==> config.mk <==
export PLATFORM = sky130hd
export DESIGN_NAME = flash_cmd_decoder
export DESIGN_NICKNAME = d
export VERILOG_FILES = /design/src/rtl/fcd_pkg.sv /design/src/rtl/fcd_key_match.sv /design/src/rtl/fcd_seq.sv /design/src/rtl/fcd_id_read.sv /design/src/rtl/flash_cmd_decoder.sv
export SDC_FILE = /design/constraint.sdc
export NUM_CORES = 1
export LEC_CHECK = 0
export BUFFER_PORTS_ARGS = -buffer_cell sky130_fd_sc_hd__buf_2
export CAP_MARGIN = 25
export CORE_ASPECT_RATIO = 2
export CORE_MARGIN = 1.5
export CORE_UTILIZATION = 45
export CTS_CLUSTER_DIAMETER = 80
export DETAILED_ROUTE_END_ITERATION = 12
export PLACE_DENSITY_LB_ADDON = 0.12
export SLEW_MARGIN = 20
export SYNTH_ARGS = -nofsm -noshare
export SYNTH_HDL_FRONTEND = slang
export SYNTH_SLANG_ARGS = --single-unit
==> constraint.sdc <==
create_clock -name clk -period 2.95 [get_ports clk]
set_clock_uncertainty 0.1 [all_clocks]
set_input_delay 0.1475 -clock clk [delete_from_list [all_inputs] [get_ports clk]]
set_output_delay 0.1475 -clock clk [all_outputs]
set_load 0.02 [all_outputs]
==> src/rtl/fcd_pkg.sv <==
package fcd_pkg;
  typedef enum logic [2:0] {
    M_READ   = 3'd0,
    M_ASEL   = 3'd1,
    M_BYPASS = 3'd2,
    M_PROG   = 3'd3,
    M_ERASE  = 3'd4,
    M_SUSP   = 3'd5
  } mode_e;

  typedef enum logic [1:0] {H_READ, H_BYP, H_SUSP} home_e;

  typedef enum logic [2:0] {
    S_IDLE, S_U1, S_U2, S_PD, S_E1, S_E2, S_E3, S_BR
  } seq_e;

  localparam logic [7:0] C_KEY1  = 8'hAA;
  localparam logic [7:0] C_KEY2  = 8'h55;
  localparam logic [7:0] C_ASEL  = 8'h90;
  localparam logic [7:0] C_PROG  = 8'hA0;
  localparam logic [7:0] C_BYP   = 8'h20;
  localparam logic [7:0] C_ERS   = 8'h80;
  localparam logic [7:0] C_CHIP  = 8'h10;
  localparam logic [7:0] C_BLK   = 8'h30;
  localparam logic [7:0] C_RST   = 8'hF0;
  localparam logic [7:0] C_SUSP  = 8'hB0;
  localparam logic [7:0] C_BYX   = 8'h00;

  typedef struct packed {
    logic rst;
    logic prog;
    logic chip;
    logic blk;
    logic susp;
    logic res;
  } cmd_t;

  function automatic mode_e rest_mode(home_e h);
    case (h)
      H_BYP:   return M_BYPASS;
      H_SUSP:  return M_SUSP;
      default: return M_READ;
    endcase
  endfunction
endpackage

==> src/rtl/fcd_key_match.sv <==
module fcd_key_match #(
  parameter int KEY_BITS = 11,
  parameter logic [KEY_BITS-1:0] KEY_A = 11'h555,
  parameter logic [KEY_BITS-1:0] KEY_B = 11'h2AA
) (
  input  logic                byte_mode,
  input  logic [KEY_BITS-1:0] addr,
  input  logic                lsb,
  output logic                hit_a,
  output logic                hit_b
);
  // Byte addressing shifts each key left by one; the first key ends in 0,
  // the second in 1, so the extra bit is checked only in byte mode.
  localparam logic LSB_A = 1'b0;
  localparam logic LSB_B = 1'b1;

  always_comb begin
    hit_a = (addr == KEY_A) && (!byte_mode || (lsb == LSB_A));
    hit_b = (addr == KEY_B) && (!byte_mode || (lsb == LSB_B));
  end
endmodule

==> src/rtl/fcd_seq.sv <==
module fcd_seq
  import fcd_pkg::*;
#(
  parameter int ADDR_W = 17,
  parameter int DATA_W = 16
) (
  input  logic              clk,
  input  logic              rst_n,
  input  logic              wr_stb,
  input  logic [ADDR_W-1:0] wr_addr,
  input  logic              wr_lsb,
  input  logic [DATA_W-1:0] wr_data,
  input  logic              hit_a,
  input  logic              hit_b,
  input  logic              busy_i,
  input  logic              susp_i,
  output cmd_t              cmd_o,
  output logic [ADDR_W-1:0] cmd_addr,
  output logic              cmd_lsb,
  output logic [DATA_W-1:0] cmd_data,
  output mode_e             mode_o
);
  mode_e mode_q, mode_d;
  home_e home_q, home_d;
  seq_e  seq_q,  seq_d;
  cmd_t  cmd_q,  cmd_d;
  logic  busy_q;
  logic  cap_en;
  logic  mis;
  logic  busy_fall;
  logic [7:0] dbyte;
  logic [ADDR_W-1:0] caddr_q;
  logic              clsb_q;
  logic [DATA_W-1:0] cdata_q;

  assign dbyte     = wr_data[7:0];
  assign busy_fall = busy_q & ~busy_i;

  always_comb begin
    mode_d = mode_q;
    home_d = home_q;
    seq_d  = seq_q;
    cmd_d  = '0;
    cap_en = 1'b0;
    mis    = 1'b0;
    case (mode_q)
      M_PROG: begin
        if (busy_fall) mode_d = rest_mode(home_q);
      end
      M_ERASE: begin
        if (busy_fall) begin
          mode_d = M_READ;
          home_d = H_READ;
        end else if (susp_i) begin
          mode_d = M_SUSP;
          home_d = H_SUSP;
        end else if (wr_stb) begin
          if (dbyte == C_SUSP) begin
            cmd_d.susp = 1'b1;
          end else if (dbyte == C_RST) begin
            cmd_d.rst = 1'b1;
            mode_d    = M_READ;
            home_d    = H_READ;
          end else if (dbyte == C_BLK) begin
            cmd_d.blk = 1'b1;
            cap_en    = 1'b1;
          end
        end
      end
      M_BYPASS: begin
        if (wr_stb) begin
          case (seq_q)
            S_PD: begin
              cmd_d.prog = 1'b1;
              cap_en     = 1'b1;
              mode_d     = M_PROG;
              seq_d      = S_IDLE;
            end
            S_BR: begin
              seq_d = S_IDLE;
              if (dbyte == C_BYX) begin
                mode_d = M_READ;
                home_d = H_READ;
              end
            end
            default: begin
              seq_d = S_IDLE;
              if (dbyte == C_PROG)      seq_d = S_PD;
              else if (dbyte == C_ASEL) seq_d = S_BR;
              else if (dbyte == C_RST)  cmd_d.rst = 1'b1;
            end
          endcase
        end
      end
      default: begin
        if (wr_stb) begin
          case (seq_q)
            S_IDLE: begin
              if (hit_a && dbyte == C_KEY1) begin
                seq_d = S_U1;
              end else if (dbyte == C_RST) begin
                cmd_d.rst = 1'b1;
                mode_d    = rest_mode(home_q);
              end else if (mode_q == M_SUSP && dbyte == C_BLK) begin
                cmd_d.res = 1'b1;
                mode_d    = M_ERASE;
                home_d    = H_READ;
              end else begin
                mis = 1'b1;
              end
            end
            S_U1: begin
              if (hit_b && dbyte == C_KEY2) seq_d = S_U2;
              else mis = 1'b1;
            end
            S_U2: begin
              if (dbyte == C_RST) begin
                cmd_d.rst = 1'b1;
                seq_d     = S_IDLE;
                mode_d    = rest_mode(home_q);
              end else if (hit_a && dbyte == C_ASEL) begin
                seq_d  = S_IDLE;
                mode_d = M_ASEL;
              end else if (hit_a && dbyte == C_PROG) begin
                seq_d = S_PD;
              end else if (hit_a && dbyte == C_BYP && home_q == H_READ) begin
                seq_d  = S_IDLE;
                mode_d = M_BYPASS;
                home_d = H_BYP;
              end else if (hit_a && dbyte == C_ERS && home_q == H_READ) begin
                seq_d = S_E1;
              end else begin
                mis = 1'b1;
              end
            end
            S_PD: begin
              cmd_d.prog = 1'b1;
              cap_en     = 1'b1;
              mode_d     = M_PROG;
              seq_d      = S_IDLE;
            end
            S_E1: begin
              if (hit_a && dbyte == C_KEY1) seq_d = S_E2;
              else mis = 1'b1;
            end
            S_E2: begin
              if (hit_b && dbyte == C_KEY2) seq_d = S_E3;
              else mis = 1'b1;
            end
            S_E3: begin
              if (hit_a && dbyte == C_CHIP) begin
                cmd_d.chip = 1'b1;
                mode_d     = M_PROG;
                home_d     = H_READ;
                seq_d      = S_IDLE;
              end else if (dbyte == C_BLK) begin
                cmd_d.blk = 1'b1;
                cap_en    = 1'b1;
                mode_d    = M_ERASE;
                seq_d     = S_IDLE;
              end else begin
                mis = 1'b1;
              end
            end
            default: mis = 1'b1;
          endcase
          if (mis) begin
            seq_d  = S_IDLE;
            mode_d = rest_mode(home_q);
          end
        end
      end
    endcase
  end

  always_ff @(posedge clk or negedge rst_n) begin
    if (!rst_n) begin
      mode_q <= M_READ;
      home_q <= H_READ;
      seq_q  <= S_IDLE;
      cmd_q  <= '0;
      busy_q <= 1'b0;
    end else begin
      mode_q <= mode_d;
      home_q <= home_d;
      seq_q  <= seq_d;
      cmd_q  <= cmd_d;
      busy_q <= busy_i;
    end
  end

  always_ff @(posedge clk or negedge rst_n) begin
    if (!rst_n) begin
      caddr_q <= '0;
      clsb_q  <= 1'b0;
      cdata_q <= '0;
    end else if (cap_en) begin
      caddr_q <= wr_addr;
      clsb_q  <= wr_lsb;
      cdata_q <= wr_data;
    end
  end

  assign cmd_o    = cmd_q;
  assign cmd_addr = caddr_q;
  assign cmd_lsb  = clsb_q;
  assign cmd_data = cdata_q;
  assign mode_o   = mode_q;

  // never two commands in one cycle
  assert_one_cmd_R11: assert property (@(posedge clk) disable iff (!rst_n)
    $onehot0(cmd_q));
  // a program pulse coincides with the busy mode
  assert_prog_busy_R1: assert property (@(posedge clk) disable iff (!rst_n)
    cmd_q.prog |-> mode_q == M_PROG);
  // busy mode swallows every write
  assert_prog_quiet_R7: assert property (@(posedge clk) disable iff (!rst_n)
    (mode_q == M_PROG) |=> (cmd_q == '0));
  // a block select leaves the decoder in block-erase mode
  assert_block_mode_R4: assert property (@(posedge clk) disable iff (!rst_n)
    cmd_q.blk |-> mode_q == M_ERASE);
  // resume only comes out of suspension
  assert_resume_src_R9: assert property (@(posedge clk) disable iff (!rst_n)
    cmd_q.res |-> $past(mode_q) == M_SUSP);
  // a reset lands in a resting mode
  assert_reset_rest_R3: assert property (@(posedge clk) disable iff (!rst_n)
    cmd_q.rst |-> (mode_q == M_READ || mode_q == M_BYPASS || mode_q == M_SUSP));
endmodule

==> src/rtl/fcd_id_read.sv <==
module fcd_id_read #(
  parameter int ADDR_W   = 17,
  parameter int BLK_LSB  = 12,
  parameter logic [15:0] MFR_CODE = 16'h0020,
  parameter logic [15:0] DEV_CODE = 16'h0051,
  localparam int BLK_W   = ADDR_W - BLK_LSB,
  localparam int NBLK    = 1 << BLK_W
) (
  input  logic              clk,
  input  logic              rst_n,
  input  logic              asel,
  input  logic              rd_stb,
  input  logic [ADDR_W-1:0] rd_addr,
  input  logic [NBLK-1:0]   prot_i,
  output logic              id_valid,
  output logic [15:0]       id_data
);
  logic [BLK_W-1:0]     blk_idx;
  logic [BLK_LSB-3:0]   unused_mid;
  logic                 valid_d;
  logic [15:0]          data_d;
  logic                 valid_q;
  logic [15:0]          data_q;

  assign blk_idx    = rd_addr[ADDR_W-1:BLK_LSB];
  assign unused_mid = rd_addr[BLK_LSB-1:2];
  assign valid_d    = rd_stb & asel;

  always_comb begin
    case (rd_addr[1:0])
      2'b00:   data_d = MFR_CODE;
      2'b01:   data_d = DEV_CODE;
      2'b10:   data_d = {15'd0, prot_i[blk_idx]};
      default: data_d = 16'h0000;
    endcase
  end

  always_ff @(posedge clk or negedge rst_n) begin
    if (!rst_n) begin
      valid_q <= 1'b0;
      data_q  <= '0;
    end else begin
      valid_q <= valid_d;
      if (valid_d) data_q <= data_d;
    end
  end

  assign id_valid = valid_q;
  assign id_data  = data_q;

  // answers appear only for strobes made in identification mode
  assert_id_asel_R2: assert property (@(posedge clk) disable iff (!rst_n)
    valid_q |-> $past(asel) && $past(rd_stb));
endmodule

==> src/rtl/flash_cmd_decoder.sv <==
module flash_cmd_decoder
  import fcd_pkg::*;
#(
  parameter int ADDR_W   = 17,
  parameter int BLK_LSB  = 12,
  parameter logic [15:0] DEV_CODE = 16'h0051,
  localparam int DATA_W  = 16,
  localparam int KEY_BITS = 11,
  localparam int NBLK    = 1 << (ADDR_W - BLK_LSB)
) (
  input  logic              clk,
  input  logic              rst_n,
  input  logic              byte_mode,
  input  logic              wr_stb,
  input  logic [ADDR_W-1:0] wr_addr,
  input  logic              wr_lsb,
  input  logic [DATA_W-1:0] wr_data,
  input  logic              busy_i,
  input  logic              susp_i,
  input  logic              rd_stb,
  input  logic [ADDR_W-1:0] rd_addr,
  input  logic [NBLK-1:0]   prot_i,
  output logic              cmd_reset,
  output logic              cmd_prog,
  output logic              cmd_chip,
  output logic              cmd_block,
  output logic              cmd_susp,
  output logic              cmd_resume,
  output logic [ADDR_W-1:0] cmd_addr,
  output logic              cmd_lsb,
  output logic [DATA_W-1:0] cmd_data,
  output logic [2:0]        mode_o,
  output logic              id_valid,
  output logic [15:0]       id_data
);
  logic  hit_a, hit_b;
  cmd_t  cmd;
  mode_e mode;

  fcd_key_match #(.KEY_BITS(KEY_BITS)) u_keys (
    .byte_mode (byte_mode),
    .addr      (wr_addr[KEY_BITS-1:0]),
    .lsb       (wr_lsb),
    .hit_a     (hit_a),
    .hit_b     (hit_b)
  );

  fcd_seq #(.ADDR_W(ADDR_W), .DATA_W(DATA_W)) u_seq (
    .clk      (clk),
    .rst_n    (rst_n),
    .wr_stb   (wr_stb),
    .wr_addr  (wr_addr),
    .wr_lsb   (wr_lsb),
    .wr_data  (wr_data),
    .hit_a    (hit_a),
    .hit_b    (hit_b),
    .busy_i   (busy_i),
    .susp_i   (susp_i),
    .cmd_o    (cmd),
    .cmd_addr (cmd_addr),
    .cmd_lsb  (cmd_lsb),
    .cmd_data (cmd_data),
    .mode_o   (mode)
  );

  fcd_id_read #(.ADDR_W(ADDR_W), .BLK_LSB(BLK_LSB), .DEV_CODE(DEV_CODE)) u_id (
    .clk      (clk),
    .rst_n    (rst_n),
    .asel     (mode == M_ASEL),
    .rd_stb   (rd_stb),
    .rd_addr  (rd_addr),
    .prot_i   (prot_i),
    .id_valid (id_valid),
    .id_data  (id_data)
  );

  assign cmd_reset  = cmd.rst;
  assign cmd_prog   = cmd.prog;
  assign cmd_chip   = cmd.chip;
  assign cmd_block  = cmd.blk;
  assign cmd_susp   = cmd.susp;
  assign cmd_resume = cmd.res;
  assign mode_o     = mode;
endmodule

Word-level counts from Yosys, hierarchy flattened
Cells that the tools add are included.
{"block": "op_classes", "add_sub_neg": 0, "mul": 0, "div_mod_pow": 0, "magnitude_cmp": 1, "eq_ne": 56, "n_shift": 0, "mux": 120, "bitwise": 6, "reduce_logical": 33}
{"op": "two-way mux 3 bit", "count": 36}
{"op": "== test 8 bit (second input constant)", "count": 6}
{"op": "two-way mux 1 bit", "count": 44}
{"op": "two-way mux 2 bit", "count": 22}
{"op": "!= test 4 x 1 -> 1 bit (second input constant)", "count": 7}
{"op": "one-hot mux 3 bit (7 select lines)", "count": 1}
{"op": "one-hot mux 7 bit (3 select lines)", "count": 1}
{"op": "!= test 4 bit (second input constant)", "count": 5}
{"op": "== test 3 bit (second input constant)", "count": 6}
{"op": "one-hot mux 3 bit (2 select lines)", "count": 3}
{"op": "AND reduction 17 bit", "count": 1}
{"op": "== test 8 x 6 -> 1 bit (second input constant)", "count": 2}
{"op": "!= test 8 x 1 -> 1 bit (second input constant)", "count": 2}
{"op": "!= test 7 x 1 -> 1 bit (second input constant)", "count": 2}
{"op": "AND reduction 14 bit", "count": 1}
{"op": "== test 3 x 2 -> 1 bit (second input constant)", "count": 4}
{"op": "logical AND 1 bit", "count": 12}
{"op": "one-hot mux 2 bit (3 select lines)", "count": 2}
{"op": "one-hot mux 3 bit (4 select lines)", "count": 1}
{"op": "== test 11 x 10 -> 1 bit (second input constant)", "count": 1}
{"op": "== test 11 bit (second input constant)", "count": 1}
{"op": "one-hot mux 3 bit (3 select lines)", "count": 1}
{"op": "AND reduction 9 bit", "count": 1}
{"op": "nonzero test 9 bit", "count": 1}
{"op": "33 further kinds", "count": 53}
{"block": "totals", "reg_bits": 66, "latch_bits": 0, "ramBits": 0, "rom_bits": 0, "wordCells": 231, "memories": 0}

Depth between registers and ports, before layout
Gate-level depths: netlist (run 1).
{"block": "logic_depth", "word_depth": 16, "depth_mapped": 10, "ltp_nobuf": 8}

Cells and area by module
From an unflattened synthesis (run 1), not the netlist that was laid out.
{"block": "hier_totals", "hier_cells": 317, "area_unflattened_um2": 3319.4}
{"module": "fcd_seq", "instances": 1, "cells_each": 256, "area_per_inst_um2": 2655.0}
{"module": "fcd_id_read", "instances": 1, "cells_each": 51, "area_per_inst_um2": 564.3}
{"module": "fcd_key_match", "instances": 1, "cells_each": 9, "area_per_inst_um2": 87.6}
{"module": "flash_cmd_decoder", "instances": 1, "cells_each": 1, "area_per_inst_um2": 12.5}

Worst setup path before layout (run 1)
No wires, ideal clock.
{"block": "synth_timing", "path_type": "register to register", "from": "register u_seq.mode_q[0] (netlist: u_seq.mode_o[0])", "to": "register u_seq.cdata_q[10] (netlist: u_seq.cmd_data[10])", "arrival_ns": 2.098, "required_ns": 2.722, "slack_ns": 0.625, "path_stages_with_launch": 10, "path_buffers": 2, "path_cell_list": "dfrtp_1 buf_2 nor3b_2 nor2_1 nand2_1 o21ai_1 and3_1 nor2_4 buf_4 mux2_1"}
{"block": "synth_between", "elab_chain_len": 2, "elab_cells_between_ends": 4, "classes_between": "eq/ne: 3; mux: 1"}
{"item": "start, declared", "line": "fcd_seq.sv:23", "text": "mode_e mode_q, mode_d;"}
{"item": "start signal, assigned", "line": "fcd_seq.sv:184", "text": "mode_q <= mode_d;"}
{"item": "== test 3 x 2 -> 1 bit or == test 3 bit (tied branches)", "line": "fcd_seq.sv:46", "text": "case (mode_q)"}
{"item": "one-hot mux 1 bit (3 select lines) *", "line": "fcd_seq.sv:46"}
{"item": "end signal, assigned", "line": "fcd_seq.sv:200", "text": "cdata_q <= wr_data;"}
{"item": "end, declared", "line": "fcd_seq.sv:34", "text": "logic [DATA_W-1:0] cdata_q;"}
Every way passes the cells marked *; elsewhere a longest branch is shown, timed or not.
A chain may end at the register's enable or synchronous reset.

Final worst setup path (run 1)
{"block": "layout_timing", "from": "input wr_addr[3]", "to": "register u_seq.clsb_q (netlist: u_seq.cmd_lsb)"}
{"block": "layout_between", "elab_chain_len": 7}
{"item": "start, declared", "line": "flash_cmd_decoder.sv:15", "text": "input logic [ADDR_W-1:0] wr_addr,"}
{"item": "== test 11 bit", "line": "fcd_key_match.sv:18", "text": "hit_a = (addr == KEY_A) && (!byte_mode || (lsb == LSB_A));"}
{"item": "logical AND 1 bit", "line": "fcd_key_match.sv:18"}
{"item": "logical AND 1 bit", "line": "fcd_seq.sv:151", "text": "if (hit_a && dbyte == C_CHIP) begin"}
{"item": "two-way mux 1 bit", "line": "fcd_seq.sv:151"}
{"item": "one-hot mux 1 bit (2 select lines)", "line": "fcd_seq.sv:97", "text": "case (seq_q)"}
{"item": "two-way mux 1 bit", "line": "fcd_seq.sv:96", "text": "if (wr_stb) begin"}
{"item": "one-hot mux 1 bit (3 select lines)", "line": "fcd_seq.sv:46"}
{"item": "end signal, assigned", "line": "fcd_seq.sv:199", "text": "clsb_q <= wr_lsb;"}
{"item": "end, declared", "line": "fcd_seq.sv:33", "text": "logic clsb_q;"}
Every way passes these cells.

==> results of run 1 <==
==> worst max-delay path: cells and delay by family <==
family / cells / cell delay (ps)
AOI/OAI and AO/OA: 1 / 110
buffers and inverters: 3 / 900
muxes: 1 / 340
and+or+nand+nor: 5 / 1300
==> cells by family after synthesis <==
group           count (synthesis)  share of synthesized area
simple gates                  115                      0.215
compound gates                 64                      0.139
flops                          53                      0.404
mux                            44                      0.185
buf+inv                        29                     0.0553
other cells                     1                    0.00114
==> worst paths after layout <==
path	slack, ps	start	to
worst max-delay path	230	wr_addr[3]	u_seq.cmd_lsb$_DFFE_PN0P_
worst min-delay path	4	wr_addr[4]	u_seq.cmd_addr[4]$_DFFE_PN0P_
max in group asynchronous	1670	rst_n	u_seq.cmd_data[2]$_DFFE_PN0P_
worst max register to register	400	u_seq.mode_o[0]$_DFFE_PN0P_	u_seq.cmd_lsb$_DFFE_PN0P_
worst min register to register	380	u_seq.cmd_data[4]$_DFFE_PN0P_	u_seq.cmd_data[4]$_DFFE_PN0P_
min in group asynchronous	290	rst_n	u_seq.cmd_data[10]$_DFFE_PN0P_
==> registers in the layout, summed over array words and instances (netlist names) <==
register	flops
u_seq.busy_q	1
u_seq.home_q	2
u_seq.cmd_lsb	1
u_id.id_data	3
u_seq.cmd_data	16
u_seq.cmd_addr	17
u_seq.cmd_o	6
u_seq.mode_o	3
u_id.id_valid	1
u_seq.seq_q	3
==> routing by layer <==
layer,up-vias,global-route usage,wire [um]
li1,1421,-,-
met4,0,0.135,459
met1,1463,0.252,3300
met3,32,0.0361,430
met5,-,0,0
met2,130,0.468,5310
==> metrics by stage <==
stage	hold WS [ps]	setup WS, ps	power (mW)
2_1_floorplan	-248	625	2.64
3_3_place_gp	80.5	302	3.30
3_5_place_dp	88.3	296	3.33
4_1_cts	0.349	88.7	3.96
5_1_grt	6.72	97.9	4.19
6_report	3.62	227	3.95
==> placed cells by master, fill, tap and decap left out, types with 6 or more instances in the layout <==
| cell type | synthesis | final |
|---|---|---|
| a21oi_1 | 14 | 14 |
| buf_2 | 4 | 127 |
| buf_4 | 14 | 7 |
| conb_1 | 1 | 12 |
| dfrtp_1 | 53 | 53 |
| dlygate4sd3_1 | 0 | 24 |
| mux2_1 | 26 | 26 |
| mux2_2 | 7 | 7 |
| mux4_2 | 10 | 10 |
| nand2_1 | 25 | 25 |
| nand2b_1 | 9 | 9 |
| nor2_1 | 23 | 23 |
| nor2b_1 | 6 | 6 |
| nor3_1 | 8 | 8 |
| o21ai_0 | 12 | 12 |
| o21ai_1 | 6 | 6 |
==> layout make-up <==
| type | count | area [sq um] |
|---|---|---|
| fillers | 616 | 2620 |
| repair buffers | 159 | 948 |
| well taps | 90 | 113 |
| clock buffers | 6 | 129 |
| multi-input cells | 235 | 1830 |
| inverters | 5 | 18.8 |
| clock inverters | 2 | 13.8 |
| flip-flops and latches | 53 | 1330 |
==> timing repair <==
action,CTS,global route
hold buffers,24,0
hold endpoints to repair,47,0
setup endpoints to repair,0,27
gates resized for setup,0,2
==> power groups by stage <==
stage                     Clock [mW]  Sequential (mW)  Combinational [mW]
after floorplan                    0             1.55                1.10
after global placement             0             1.27                2.03
after detailed placement           0             1.28                2.05
after CTS                      0.610             1.27                2.09
after global routing           0.624             1.32                2.25
final                          0.589             1.28                2.09
==> results.md, run 1 <==
* Detail Placement HPWL at 7350 um
* CTS sink cnt at 53
* Worst slew pin tran at 586 ps
* Max-cap violation count at 0
* Largest stage delay, worst path at between 500 and 600 ps
* Async SR Flop Fraction at 1.00
* Final Hold Viols at 0
* Commonest cells post-synth: dfrtp_1 (53), mux2_1 (26), nand2_1 (25)
* Pin count of the biggest net entering global routing at 31
* Die width at 63.4 um
* Worst Path Max Fanout at 30
* Placed Cells at 518
* CTS max path bufs at 2
* Max Freq at 0.367 GHz
* LEAKAGE at about 2.1 nW
* # port buffers at 127
* Post-route cell area at 4380 sq um
* Slowest-stage cell, CP: dlygate4sd3_1
* Core footprint at 6990 sq um
* Final period utilization at 0.923
* All-Layer GR Usage at 0.246
* Boundary Pins at 150
* Hold Path Class: input port to flip-flop
* CTS tree: done
* # H-tree levels at 2
* Remaining Overflow, GRT at 0
* CTS Buf Count at 5
* Via density at 5.54
* Power share of the sequential group at 0.323
* Dpl cell area at 3980 sq um
* Synthesized cell area at 3280 sq um
* Final wirelength at between 9000 and 10,000 um
* First-pass GRT wire length at 14,800 um
* Main area contributors after synthesis: dfrtp_1 (40%), mux2_1 (8.9%), mux4_2 (6.9%)
* Vias in the first global route at 3,091
* Routability Congestion at 0.931
* Crit start category: input port
* Later-pin clock latency in the skew report at 300 ps
* Seq cells post-synth at 53
* Final core area utilization at 0.626
* Crit-path cells: dlygate4sd3_1, buf_2, and4bb_1, nand4_4, nor3_4, o21ai_1, and3_1, nor2_4, buf_12, mux2_1
* Clock power share at 0.149
* Comb pwr share at 0.528
* Switching pwr at between 1.5 and 2 mW
* Count leader, synth: dfrtp_1
* Drt drc at 0
* Initial antenna violation count at 0
* Layout cell share with drive strength beyond 1 at 0.389
* Min cycle time layout at between 2000 and 3000 ps
* Fin nets at between 500 and 600
* Vias at 3,046
* Slew headroom at 0.609
* Post-Layout Cell Count at between 500 and 600
* Die area at approximately 7800 sq um
* R2r worst-path depth at 8
* PD cells at 903 nW/um^2
* WL per Instance at approximately 17 um
* Post-synth top area share at 0.404
* Internal at 2.19 mW
* Synthesis-to-layout area growth at 33.5%
* Number of enable flip-flop cells after synthesis at 0
* Cell row count at 43
* CP required at between 3000 and 4000 ps
* RSZ-0062 raised after global routing: no
* Element type at the critical path end: flip-flop
* Synth area leader: dfrtp_1
* Top_reg_cell synth: dfrtp_1
* CP Data Arrival Time at 2800 ps
* Crit path kind: input port to flip-flop
* Sw frac at 0.445
* Initial Util at 0.469
* Status: finished, final reports clean
* Antenna Nets Post-Route at 0
* Mapped Cells at 306
* Seq/Total Area, Yosys at 0.404
* Clk slew on worst S/H paths at approximately 70 ps
* Drt pass-1 iters at 5
* Syn Area/Cell at 10.7 sq um
* Netlist cell types at 65
* CTS Root Cell: clkbuf_16
* Yosys warning count at 0
* Post-CTS Setup Inserts at 0
* VDD IR max at between 0.5 and 0.6 mV
* Fin Setup TNS at 0 ps
* DRT iter0 DRCs at 184
* Finish-stage setup viols at 0
* Final Max Tran Viols at 0
* Ant diodes at 0
* Die height at 124 um
* Hold path cells at 2
Power figures use the tool's default switching activity.
==> run 2: changes to the inputs <==
Settings changed: BUFFER_PORTS_ARGS -buffer_cell sky130_fd_sc_hd__buf_2 to unset, CORE_UTILIZATION 45 to 35, DONT_BUFFER_PORTS set to 1.
==> run 2 against run 1 <==
Against the previous run:
- the flow now finishes with violations (design-rule violations)
- via count shrank 15%
- clock power shrank 3%
- sequential share of layout area grew 3.3 points
- largest cell class unchanged
==> results.md, run 2 (same netlist as run 1, synthesis figures left out) <==
* Die area at 9990 sq um (+27%)
* Pre-CTS setup slack at 386 ps (+90.0 ps)
* Initial Util at 0.361 (-0.107)
* R2R Path End: u_seq.cmd_addr[5]$_DFFE_PN0P_
* Most frequent cells in the layout: dfrtp_1 (53), dlygate4sd3_1 (41), mux2_1 (26), nand2_1 (25), nor2_1 (23)
* Via density at 5.70 (+3.0%)
* Core footprint at 9070 sq um (+30%)
* Post-route cell area at 3950 sq um (-9.9%)
* Pin count of the biggest net entering global routing at 54 (+74%)
* Min cycle time layout at 2570 ps (-154 ps)
* LEAKAGE at 1.64 nW (-21%)
* Internal at 1.98 mW (-9.5%)
* CTS Root Cell: clkbuf_16
* Final Max Tran Viols at 0 (unchanged)
* R2r worst-path depth at 8 (unchanged)
* Fin Setup TNS at 0 ps (unchanged)
* Die height at 140 um (+13%)
* Final Hold Viols at 0 (unchanged)
* CTS tree: done
* # H-tree levels at 2 (unchanged)
* Status: finished with violations
* Later-pin clock latency in the skew report at 300 ps (about the same)
* VDD IR max at 0.450 mV (-24%)
* RSZ-0062 raised after global routing: no
* Setup WS post-layout at 381 ps (+154 ps)
* Dpl cell area at 3370 sq um (-15%)
* CP Data Arrival Time at 2640 ps (-160 ps)
* CP required at 3020 ps (about the same)
* WL per Instance at 21.0 um (+21%)
* FF-to-FF setup slack at 380 ps (-20 ps)
* Final wirelength at 9500 um (about the same)
* Setup crit end: u_seq.cmd_addr[5]$_DFFE_PN0P_
* Most common cell after layout, fill and taps aside: dfrtp_1
* Final period utilization at 0.871 (-0.0521)
* Drt pass-1 iters at 8 (+3)
* Detail Placement HPWL at 7290 um (-0.79%)
* Synthesis-to-layout area growth at 20.3%
* Drt drc at 5 (+5)
* Finish-stage setup viols at 0 (unchanged)
* Worst Path Max Fanout at 30 (unchanged)
* Post-CTS Setup Inserts at 0 (unchanged)
* Clock power share at 0.157 (+0.008)
* CTS Buf Count at 5 (unchanged)
* Power share of the sequential group at 0.454 (+0.131)
* Failing checks: design-rule violations
* Crit start category: flip-flop
* Clk slew on worst S/H paths at 70 ps (about the same)
* Max Freq at 0.389 GHz (+6.0%)
* Max-cap violation count at 0 (unchanged)
* Antenna Nets Post-Route at 0 (unchanged)
* Ant diodes at 0 (unchanged)
* Element type at the critical path end: flip-flop
* Worst Setup SP: u_seq.mode_o[2]$_DFFE_PN0P_
* Boundary Pins at 150 (unchanged)
* PD cells at 924 nW/um^2 (+2.3%)
* CTS sink cnt at 53 (unchanged)
* DRT iter0 DRCs at 131 (-29%)
* Switching pwr at 1.66 mW (-5.6%)
* Routability Congestion at 0.973 (+4.5%)
* Fin nets at 441 (-20%)
* All-Layer GR Usage at 0.194 (-0.0516)
* Die width at 71.4 um (+13%)
* Layout cell share with drive strength beyond 1 at 0.154 (-0.235)
* First-pass GRT wire length at 14,800 um (+0.38%)
* Initial antenna violation count at 0 (unchanged)
* Hold Path Class: input port to flip-flop
* CTS max path bufs at 2 (unchanged)
* Crit path kind: flip-flop to flip-flop
* Vias in the first global route at 2,840 (-8.1%)
* Sw frac at 0.456 (+0.0106)
* Remaining Overflow, GRT at 0 (unchanged)
* Largest register FFs at 17 (unchanged)
* PnR Total Power at 3.65 mW (-7.8%)
* RR Startpoint: u_seq.mode_o[2]$_DFFE_PN0P_
* # port buffers at 0 (-100%)
* Comb pwr share at 0.389 (-0.139)
* Vias at 2,584 (-15%)
* Cell row count at 49 (+14%)
[run 2: changes by cell type in the layout (fill, tap and decap cells not counted), sizes merged]
cell and delta:
inv -1, buf -125, dlygate4sd3 +17, clkinvlp +1, clkbuf -1
[run 2: layout make-up]
cell class / count / area [sq um]
fill: 898 / 5130
inverter: 5 / 18.8
sequential: 53 / 1330
timing repair buffer: 51 / 518
multi-input combinational: 235 / 1810
tap: 102 / 128
clock inverter: 2 / 16.3
clock buffer: 5 / 125
[run 2: worst max-delay path: stages, from the launching register on]
cell	delay [ps]
dfrtp_1	620
nor3b_2	460
nor2_1	210
nand2_1	100
o21ai_1	50
and3_1	210
nor2_4	120
buf_12	200
mux2_1	340
[run 2: through the flow]
stage	hold slack, ps	cells	util
final	51.7	453	0.435
after global routing	50.0	453	0.435
after CTS	53.2	453	0.435
after detailed placement	-247	404	0.371
after global placement	-247	404	0.371
after floorplan	-248	317	-
[run 2: worst min-delay path by stage]
stage | startpoint | to | slack, ps | depth (start not counted)
finish | susp_i | u_seq.home_q[1]$_DFFE_PN0P_ | 50 | 2
CTS | wr_stb | u_seq.cmd_o[4]$_DFF_PN0_ | 50 | 2
detailed placement | rst_n | u_id.id_data[5]$_DFFE_PN0P_ | -250 | 0
floorplan | rst_n | u_id.id_data[0]$_DFFE_PN0P_ | -250 | 0
global placement | rst_n | u_id.id_data[4]$_DFFE_PN0P_ | -250 | 0
global route | wr_stb | u_seq.cmd_o[4]$_DFF_PN0_ | 50 | 2
[run 2: repair_timing]
action                                 4_1_cts  5_1_grt
gates resized for setup                      0        0
hold buffers                                42        0
endpoints found under the hold margin       96        0
[run 2: metal layers]
| layer | track usage | share of wire | wire length, um |
|---|---|---|---|
| met5 | 0 | 0 | 0 |
| met4 | 0.113 | 0.046 | 441 |
| met3 | 0.0468 | 0.066 | 629 |
| met2 | 0.353 | 0.54 | 5170 |
| met1 | 0.193 | 0.34 | 3260 |
[run 2: power groups by stage]
stage / clock, mW / sequential [mW] / combinational, mW
after floorplan: 0 / 1.55 / 1.10
final: 0.574 / 1.65 / 1.42
after CTS: 0.603 / 1.66 / 1.42
after global placement: 0 / 1.67 / 1.34
after detailed placement: 0 / 1.67 / 1.34
after global routing: 0.620 / 1.70 / 1.56
